<file path="src/rtl/jdp_pkg.sv">
package jdp_pkg;

  typedef enum logic [3:0] {
    ST_TLR, ST_RTI,
    ST_SEL_DR, ST_CAP_DR, ST_SH_DR, ST_EX1_DR, ST_PA_DR, ST_EX2_DR, ST_UPD_DR,
    ST_SEL_IR, ST_CAP_IR, ST_SH_IR, ST_EX1_IR, ST_PA_IR, ST_EX2_IR, ST_UPD_IR
  } tap_st_t;

  typedef enum logic {
    PH_ADDR = 1'b0,
    PH_DATA = 1'b1
  } acc_phase_t;

endpackage

</file>
<file path="src/rtl/jdp_tap_fsm.sv">
module jdp_tap_fsm
  import jdp_pkg::*;
(
  input  logic    tck,
  input  logic    rst_n,
  input  logic    tms,
  output tap_st_t st
);

  tap_st_t st_n;

  always_comb begin
    st_n = st;
    unique case (st)
      ST_TLR:    st_n = tms ? ST_TLR    : ST_RTI;
      ST_RTI:    st_n = tms ? ST_SEL_DR : ST_RTI;
      ST_SEL_DR: st_n = tms ? ST_SEL_IR : ST_CAP_DR;
      ST_CAP_DR: st_n = tms ? ST_EX1_DR : ST_SH_DR;
      ST_SH_DR:  st_n = tms ? ST_EX1_DR : ST_SH_DR;
      ST_EX1_DR: st_n = tms ? ST_UPD_DR : ST_PA_DR;
      ST_PA_DR:  st_n = tms ? ST_EX2_DR : ST_PA_DR;
      ST_EX2_DR: st_n = tms ? ST_UPD_DR : ST_SH_DR;
      ST_UPD_DR: st_n = tms ? ST_SEL_DR : ST_RTI;
      ST_SEL_IR: st_n = tms ? ST_TLR    : ST_CAP_IR;
      ST_CAP_IR: st_n = tms ? ST_EX1_IR : ST_SH_IR;
      ST_SH_IR:  st_n = tms ? ST_EX1_IR : ST_SH_IR;
      ST_EX1_IR: st_n = tms ? ST_UPD_IR : ST_PA_IR;
      ST_PA_IR:  st_n = tms ? ST_EX2_IR : ST_PA_IR;
      ST_EX2_IR: st_n = tms ? ST_UPD_IR : ST_SH_IR;
      ST_UPD_IR: st_n = tms ? ST_SEL_DR : ST_RTI;
      default:   st_n = ST_TLR;
    endcase
  end

  always_ff @(posedge tck or negedge rst_n) begin
    if (!rst_n) st <= ST_TLR;
    else        st <= st_n;
  end

endmodule

</file>
<file path="src/rtl/jdp_instr_reg.sv">
module jdp_instr_reg
  import jdp_pkg::*;
#(
  parameter int unsigned            IR_W     = 5,
  parameter logic [IR_W-1:0]        ACC_CODE = 5'b10000
) (
  input  logic    tck,
  input  logic    rst_n,
  input  logic    tdi,
  input  tap_st_t st,
  output logic    ir_lsb,
  output logic    sel_acc
);

  localparam logic [IR_W-1:0] CAP_PAT = IR_W'(1);

  logic [IR_W-1:0] ir_sr, ir_sr_n;
  logic [IR_W-1:0] ir_q,  ir_q_n;

  always_comb begin
    ir_sr_n = ir_sr;
    ir_q_n  = ir_q;
    unique case (st)
      ST_TLR:    ir_q_n  = '1;
      ST_CAP_IR: ir_sr_n = CAP_PAT;
      ST_SH_IR:  ir_sr_n = {tdi, ir_sr[IR_W-1:1]};
      ST_UPD_IR: ir_q_n  = ir_sr;
      default:   ;
    endcase
  end

  always_ff @(posedge tck or negedge rst_n) begin
    if (!rst_n) begin
      ir_sr <= CAP_PAT;
      ir_q  <= '1;
    end else begin
      ir_sr <= ir_sr_n;
      ir_q  <= ir_q_n;
    end
  end

  assign ir_lsb  = ir_sr[0];
  assign sel_acc = (ir_q == ACC_CODE);

endmodule

</file>
<file path="src/rtl/jdp_acc_dr.sv">
module jdp_acc_dr
  import jdp_pkg::*;
#(
  parameter int unsigned ADDR_W = 7,
  parameter int unsigned DATA_W = 32
) (
  input  logic              tck,
  input  logic              rst_n,
  input  logic              tdi,
  input  tap_st_t           st,
  input  logic              sel_acc,
  input  logic [DATA_W-1:0] reg_rdata,
  input  logic              reg_busy,
  input  logic              reg_err,
  output logic              sr_lsb,
  output logic [ADDR_W-1:0] reg_addr,
  output logic              reg_rd,
  output logic              reg_wr,
  output logic [DATA_W-1:0] reg_wdata
);

  localparam int unsigned DR_W    = DATA_W + 2;
  localparam int unsigned DIR_BIT = DR_W - 1 - ADDR_W;

  logic [DR_W-1:0]   sr, sr_n;
  acc_phase_t        phase, phase_n;
  logic              dir_q, dir_n;
  logic              bcap, bcap_n;
  logic              rd_n, wr_n;
  logic [ADDR_W-1:0] addr_n;
  logic [DATA_W-1:0] wdata_n;

  always_comb begin
    sr_n    = sr;
    phase_n = phase;
    dir_n   = dir_q;
    bcap_n  = bcap;
    rd_n    = 1'b0;
    wr_n    = 1'b0;
    addr_n  = reg_addr;
    wdata_n = reg_wdata;
    if (st == ST_TLR || st == ST_UPD_IR) phase_n = PH_ADDR;
    if (sel_acc) begin
      unique case (st)
        ST_CAP_DR: begin
          bcap_n = reg_busy;
          if (phase == PH_DATA && dir_q) sr_n = {reg_err, reg_busy, reg_rdata};
          else                           sr_n = DR_W'({reg_err, reg_busy});
        end
        ST_SH_DR: sr_n = {tdi, sr[DR_W-1:1]};
        ST_UPD_DR: begin
          if (!bcap) begin
            if (phase == PH_ADDR) begin
              addr_n  = sr[DR_W-1 -: ADDR_W];
              dir_n   = sr[DIR_BIT];
              rd_n    = sr[DIR_BIT];
              phase_n = PH_DATA;
            end else begin
              wr_n    = ~dir_q;
              if (!dir_q) wdata_n = sr[DATA_W-1:0];
              phase_n = PH_ADDR;
            end
          end
        end
        default: ;
      endcase
    end
  end

  always_ff @(posedge tck or negedge rst_n) begin
    if (!rst_n) begin
      sr        <= '0;
      phase     <= PH_ADDR;
      dir_q     <= 1'b0;
      bcap      <= 1'b0;
      reg_rd    <= 1'b0;
      reg_wr    <= 1'b0;
      reg_addr  <= '0;
      reg_wdata <= '0;
    end else begin
      sr        <= sr_n;
      phase     <= phase_n;
      dir_q     <= dir_n;
      bcap      <= bcap_n;
      reg_rd    <= rd_n;
      reg_wr    <= wr_n;
      reg_addr  <= addr_n;
      reg_wdata <= wdata_n;
    end
  end

  assign sr_lsb = sr[0];

endmodule

</file>
<file path="src/rtl/jdp_top.sv">
module jdp_top
  import jdp_pkg::*;
#(
  parameter int unsigned     IR_W     = 5,
  parameter logic [IR_W-1:0] ACC_CODE = 5'b10000,
  parameter int unsigned     ADDR_W   = 7,
  parameter int unsigned     DATA_W   = 32
) (
  input  logic              tck,
  input  logic              rst_n,
  input  logic              tms,
  input  logic              tdi,
  output logic              tdo,
  output logic [ADDR_W-1:0] reg_addr,
  output logic              reg_rd,
  output logic              reg_wr,
  output logic [DATA_W-1:0] reg_wdata,
  input  logic [DATA_W-1:0] reg_rdata,
  input  logic              reg_busy,
  input  logic              reg_err
);

  logic [1:0] rst_sync;
  logic       rst_q_n;
  tap_st_t    st;
  logic       ir_lsb, sel_acc, acc_lsb;
  logic       byp, byp_n, tdo_n;

  always_ff @(posedge tck or negedge rst_n) begin
    if (!rst_n) rst_sync <= 2'b00;
    else        rst_sync <= {rst_sync[0], 1'b1};
  end
  assign rst_q_n = rst_sync[1];

  jdp_tap_fsm u_fsm (
    .tck   (tck),
    .rst_n (rst_q_n),
    .tms   (tms),
    .st    (st)
  );

  jdp_instr_reg #(.IR_W(IR_W), .ACC_CODE(ACC_CODE)) u_ir (
    .tck     (tck),
    .rst_n   (rst_q_n),
    .tdi     (tdi),
    .st      (st),
    .ir_lsb  (ir_lsb),
    .sel_acc (sel_acc)
  );

  jdp_acc_dr #(.ADDR_W(ADDR_W), .DATA_W(DATA_W)) u_acc (
    .tck       (tck),
    .rst_n     (rst_q_n),
    .tdi       (tdi),
    .st        (st),
    .sel_acc   (sel_acc),
    .reg_rdata (reg_rdata),
    .reg_busy  (reg_busy),
    .reg_err   (reg_err),
    .sr_lsb    (acc_lsb),
    .reg_addr  (reg_addr),
    .reg_rd    (reg_rd),
    .reg_wr    (reg_wr),
    .reg_wdata (reg_wdata)
  );

  always_comb begin
    byp_n = byp;
    if (!sel_acc) begin
      if (st == ST_CAP_DR)     byp_n = 1'b0;
      else if (st == ST_SH_DR) byp_n = tdi;
    end
  end

  always_ff @(posedge tck or negedge rst_q_n) begin
    if (!rst_q_n) byp <= 1'b0;
    else          byp <= byp_n;
  end

  always_comb begin
    unique case (st)
      ST_SH_IR: tdo_n = ir_lsb;
      ST_SH_DR: tdo_n = sel_acc ? acc_lsb : byp;
      default:  tdo_n = 1'b0;
    endcase
  end

  always_ff @(negedge tck or negedge rst_q_n) begin
    if (!rst_q_n) tdo <= 1'b0;
    else          tdo <= tdo_n;
  end

endmodule

</file>
<file path="config.mk">
export PLATFORM = sky130hd
export DESIGN_NAME = jdp_top
export DESIGN_NICKNAME = d
export VERILOG_FILES = /design/src/rtl/jdp_pkg.sv /design/src/rtl/jdp_tap_fsm.sv /design/src/rtl/jdp_instr_reg.sv /design/src/rtl/jdp_acc_dr.sv /design/src/rtl/jdp_top.sv
export SDC_FILE = /design/constraint.sdc
export NUM_CORES = 1
export LEC_CHECK = 0
export BUFFER_PORTS_ARGS = -buffer_cell sky130_fd_sc_hd__buf_2
export CORE_MARGIN = 2
export CORE_UTILIZATION = 46
export DETAILED_ROUTE_END_ITERATION = 10
export PLACE_DENSITY_LB_ADDON = 0.05
export SLEW_MARGIN = 20
export SYNTH_ARGS = -nofsm -noshare
export SYNTH_HDL_FRONTEND = slang
export SYNTH_HIERARCHICAL = 1
export SYNTH_SLANG_ARGS = --single-unit
</file>
<file path="constraint.sdc">
create_clock -name tck -period 2.83 [get_ports tck]
set_input_delay 0.4245 -clock tck [delete_from_list [all_inputs] [get_ports tck]]
set_output_delay 0.4245 -clock tck [all_outputs]
set_load 0.02 [all_outputs]
</file>
==> results.txt <==
The run finished with clean final reports. The endpoint arrival time on the critical path is 1.49 ns. Counting every instance in the synthesized netlist gives 392. Counting flops and latches in the post-synthesis netlist gives 96.

The post-synthesis area per instance is 11.0 um^2. The required arrival time at the worst endpoint is 1.59 ns. The critical path is of the reg2reg type. In this run the standard cell core region covers 9150 um^2.

The worst slack on hold paths is 0.355 ns. For this configuration, the core starts out at a cell density of 0.471. The number of global-route vias before repair came out at 3036. The net count of the finished layout is 511. Across the whole layout, storage elements account for 2410 um^2.

The clock input transition at the sequential cells of the worst setup and hold paths came out at 0.09 ns. The slew at the pin closest to its max-slew limit is 0.723 ns. The routed wire length per instance is 15.0 um. After detailed placement, the total cell area comes to 4840 um^2. The placed wire-length estimate after detailed placement is 5890 um.

The count of flip-flops with a built-in enable after synthesis came out at 0. The post-CTS setup repair buffer count came out at 0. In this run the critical register-to-register path is launched from u_ir/ir_q[1]$_DFFE_PN1P_. Global routing finished with a remaining overflow of 0.

The count of maximum capacitance violations is 0. The via count came out at 3114. Setup repair after global routing left no endpoint under its margin. Setup violations remaining at the end of the flow were counted as 0. The total power per unit cell area came out at 753 nW/um^2. The number of antenna violations at the first check in global routing came out at 0. The number of optimization iterations in the first detailed-route pass came out at 4. The share of synthesized flip-flops with an asynchronous set or reset came out at 1.00. The area of the die came out at 10200 um^2. Timing analysis after detailed placement gives a worst setup slack of 0.116 ns. In this run the static leakage power is 0.00266 uW. The maximum fanout encountered on the critical timing path is 3.

The end of the worst register-to-register path is tdo$_DFF_NN0_. The number of gates resized after cts came out at 0. The critical path starts at u_ir/ir_q[1]$_DFFE_PN1P_. The final hold violation count is 0. The post-route cell area came out at 5060 um^2. The remaining design rule violation count came out at 0.

The port buffer count is 79. The worst setup skew after layout came out at 0.0138 ns. The worst setup path is captured at a register. The TritonCTS clock tree is yes. The row count is 35. The multi-input combinational cells in the finished layout cover a total of 1770 um^2.

Leaving out fill and tap cells, the most frequent cell in the layout is dfrtp_1. The number of placed instances, taps included, is 572. The tree is rooted in a clkbuf_8.

The total number of yosys warnings came out at 6. The width of the die is 101 um. The number of diodes added for antenna fixing is 0. In this run the vertical extent of the chip is 101 um.

The worst-skew pair later-pin latency is 0.34 ns. The global-route wire length before repair is 14800 um. The mapped netlist covers 4310 um^2. In the synthesized netlist the dominant register cell turns out to be dfrtp_1. The cts-stage hold buffer count is 1.

80 I/O pins were placed. Across every metal layer, demand over resource in global routing totals 0.184. The number of sinks on the clock net is 96.

The number of nets still failing antenna checks after routing is 0. IR analysis of the VDD net gives a maximum drop of 0.382 mV. Buffers inserted during clock tree synthesis total 9. The tightest min-delay check is of the in2reg type. For this block, the routed nets add up to 8860 um of wire. The area growth from synthesis to final layout is 17.4%.

The detail-routed via count per cell is 5.29. In the layout the commonest cells are 88 x dfrtp_1, 79 x buf_2, 46 x nand2_1. Synthesis produced a netlist with a net count of 430.

The final number of max-transition violations is 0. Of the synthesized area, sequential elements account for 0.559. Following the worst setup path forward leads to its endpoint at tdo$_DFF_NN0_. Setup total negative slack on the finished layout was measured at 0 ns. Of the cells placed in the final design, the portion with a size suffix greater than 1 is 0.354. The filler-free cell count of the finished design came out at 589.

The maximum number of pins on one net before global-route repair is 49. The number of levels the H-tree was split into came out at 3. The buffer depth of the longest clock path is 2.

Setup slack on the worst reg-to-reg path comes out at 0.10 ns. The relative max-transition margin is 0.516. The logic depth of the worst register-to-register path is 4. After the first detailed-routing iteration, the DRC count stood at 140. The fill cell instance count of the final layout came out at 839.

The unique cell type count in the Yosys netlist came out at 51. STA classifies the critical path startpoint as a register. The global placer's final weighted congestion came out at 0.728.

Setup slack on the critical path of the routed design comes to 0.102 ns.
==> final cells by class <==
| type | instances | share of cell area |
|---|---|---|
| inverters | 2 | 0.00148 |
| well taps | 111 | 0.0275 |
| clock inverters | 6 | 0.0136 |
| clock buffers | 10 | 0.0272 |
| multi-input cells | 269 | 0.350 |
| flip-flops and latches | 96 | 0.477 |
| repair buffers | 95 | 0.102 |
==> synth_stat cells (2+ instances only) <==
cell       n  area [um^2]
nor3_2     2         20.0
nor2b_1    3         18.8
a21oi_1   37          185
and2b_2    2         17.5
mux2_2    38          428
and2_1     3         18.8
a22oi_1    5         37.5
inv_1      2         7.51
nand3_1    2         10.0
nand4_1    2         12.5
a211oi_1   3         22.5
mux2_1     3         33.8
o21ai_0   38          190
or2b_1     2         15.0
nand2_1   46          173
dfrtp_1   89         2230
o21ai_1   10         50.1
nor2_1     9         33.8
nor3b_1    2         15.0
a21o_1     2         15.0
mux2i_1    4         40.0
dfstp_2    6          158
clkbuf_1  15         56.3
buf_6      3         33.8
buf_4      2         15.0
and3_1    33          206
buf_2      4         20.0
nor3_1     2         10.0
==> metrics by stage <==
stage	power, uW	utilization
after floorplan	2610	-
after global placement	2900	0.529
after detailed placement	2930	0.529
after CTS	3850	0.552
after global routing	4080	0.552
final	3810	0.552
==> worst min-delay path by stage <==
| stage | slack [ns] | cells after the start | from | to |
|---|---|---|---|---|
| floorplan | 0.13 | 0 | rst_n | rst_sync[0]$_DFF_PN0_ |
| global placement | 0.21 | 1 | rst_n | rst_sync[0]$_DFF_PN0_ |
| detailed placement | 0.21 | 1 | rst_n | rst_sync[0]$_DFF_PN0_ |
| CTS | 0.33 | 2 | tms | u_fsm/st[0]$_DFF_PN0_ |
| global route | 0.37 | 2 | tms | u_fsm/st[0]$_DFF_PN0_ |
| finish | 0.35 | 2 | tms | u_fsm/st[0]$_DFF_PN0_ |
==> power breakdown <==
part / leakage [uW] / internal, uW / switching, uW / total (uW)
Combinational: 0.00142 / 429 / 609 / 1040
Clock: 0.000102 / 436 / 474 / 910
Sequential: 0.00114 / 1660 / 196 / 1860
Total: 0.00266 / 2530 / 1280 / 3810
==> cells by family after synthesis <==
logic type | count (synthesis) | share of synthesized area
compound gates | 101 | 0.128
buf+inv | 27 | 0.0340
flops | 96 | 0.559
mux | 45 | 0.116
other cells | 1 | 0.000870
simple gates | 122 | 0.162
==> metal layers <==
metal | part of all wire | vias up | GRT usage
li1 | - | 1553 | -
met1 | 0.49 | 1504 | 0.269
met2 | 0.48 | 55 | 0.283
met3 | 0.032 | 2 | 0.0257
met4 | 0.0052 | 0 | 0.0601
met5 | 0 | - | 0
==> worst max-delay path, stage by stage, from the launching register on <==
cell and delay, ns:
dfstp_2 0.39, nor4_1 0.25, and2_1 0.21, mux2i_1 0.21, o22ai_1 0.10
==> flip-flops by register name, summed over array words and instances, names as in the netlist, 2 cells and up <==
name	cells
rst_sync	2
u_ir/ir_sr	5
u_ir/ir_q	5
u_acc/sr	34
u_acc/reg_wdata	32
u_fsm/st	4
u_acc/reg_addr	7
Note: power is estimated with default switching activity, not from simulation.
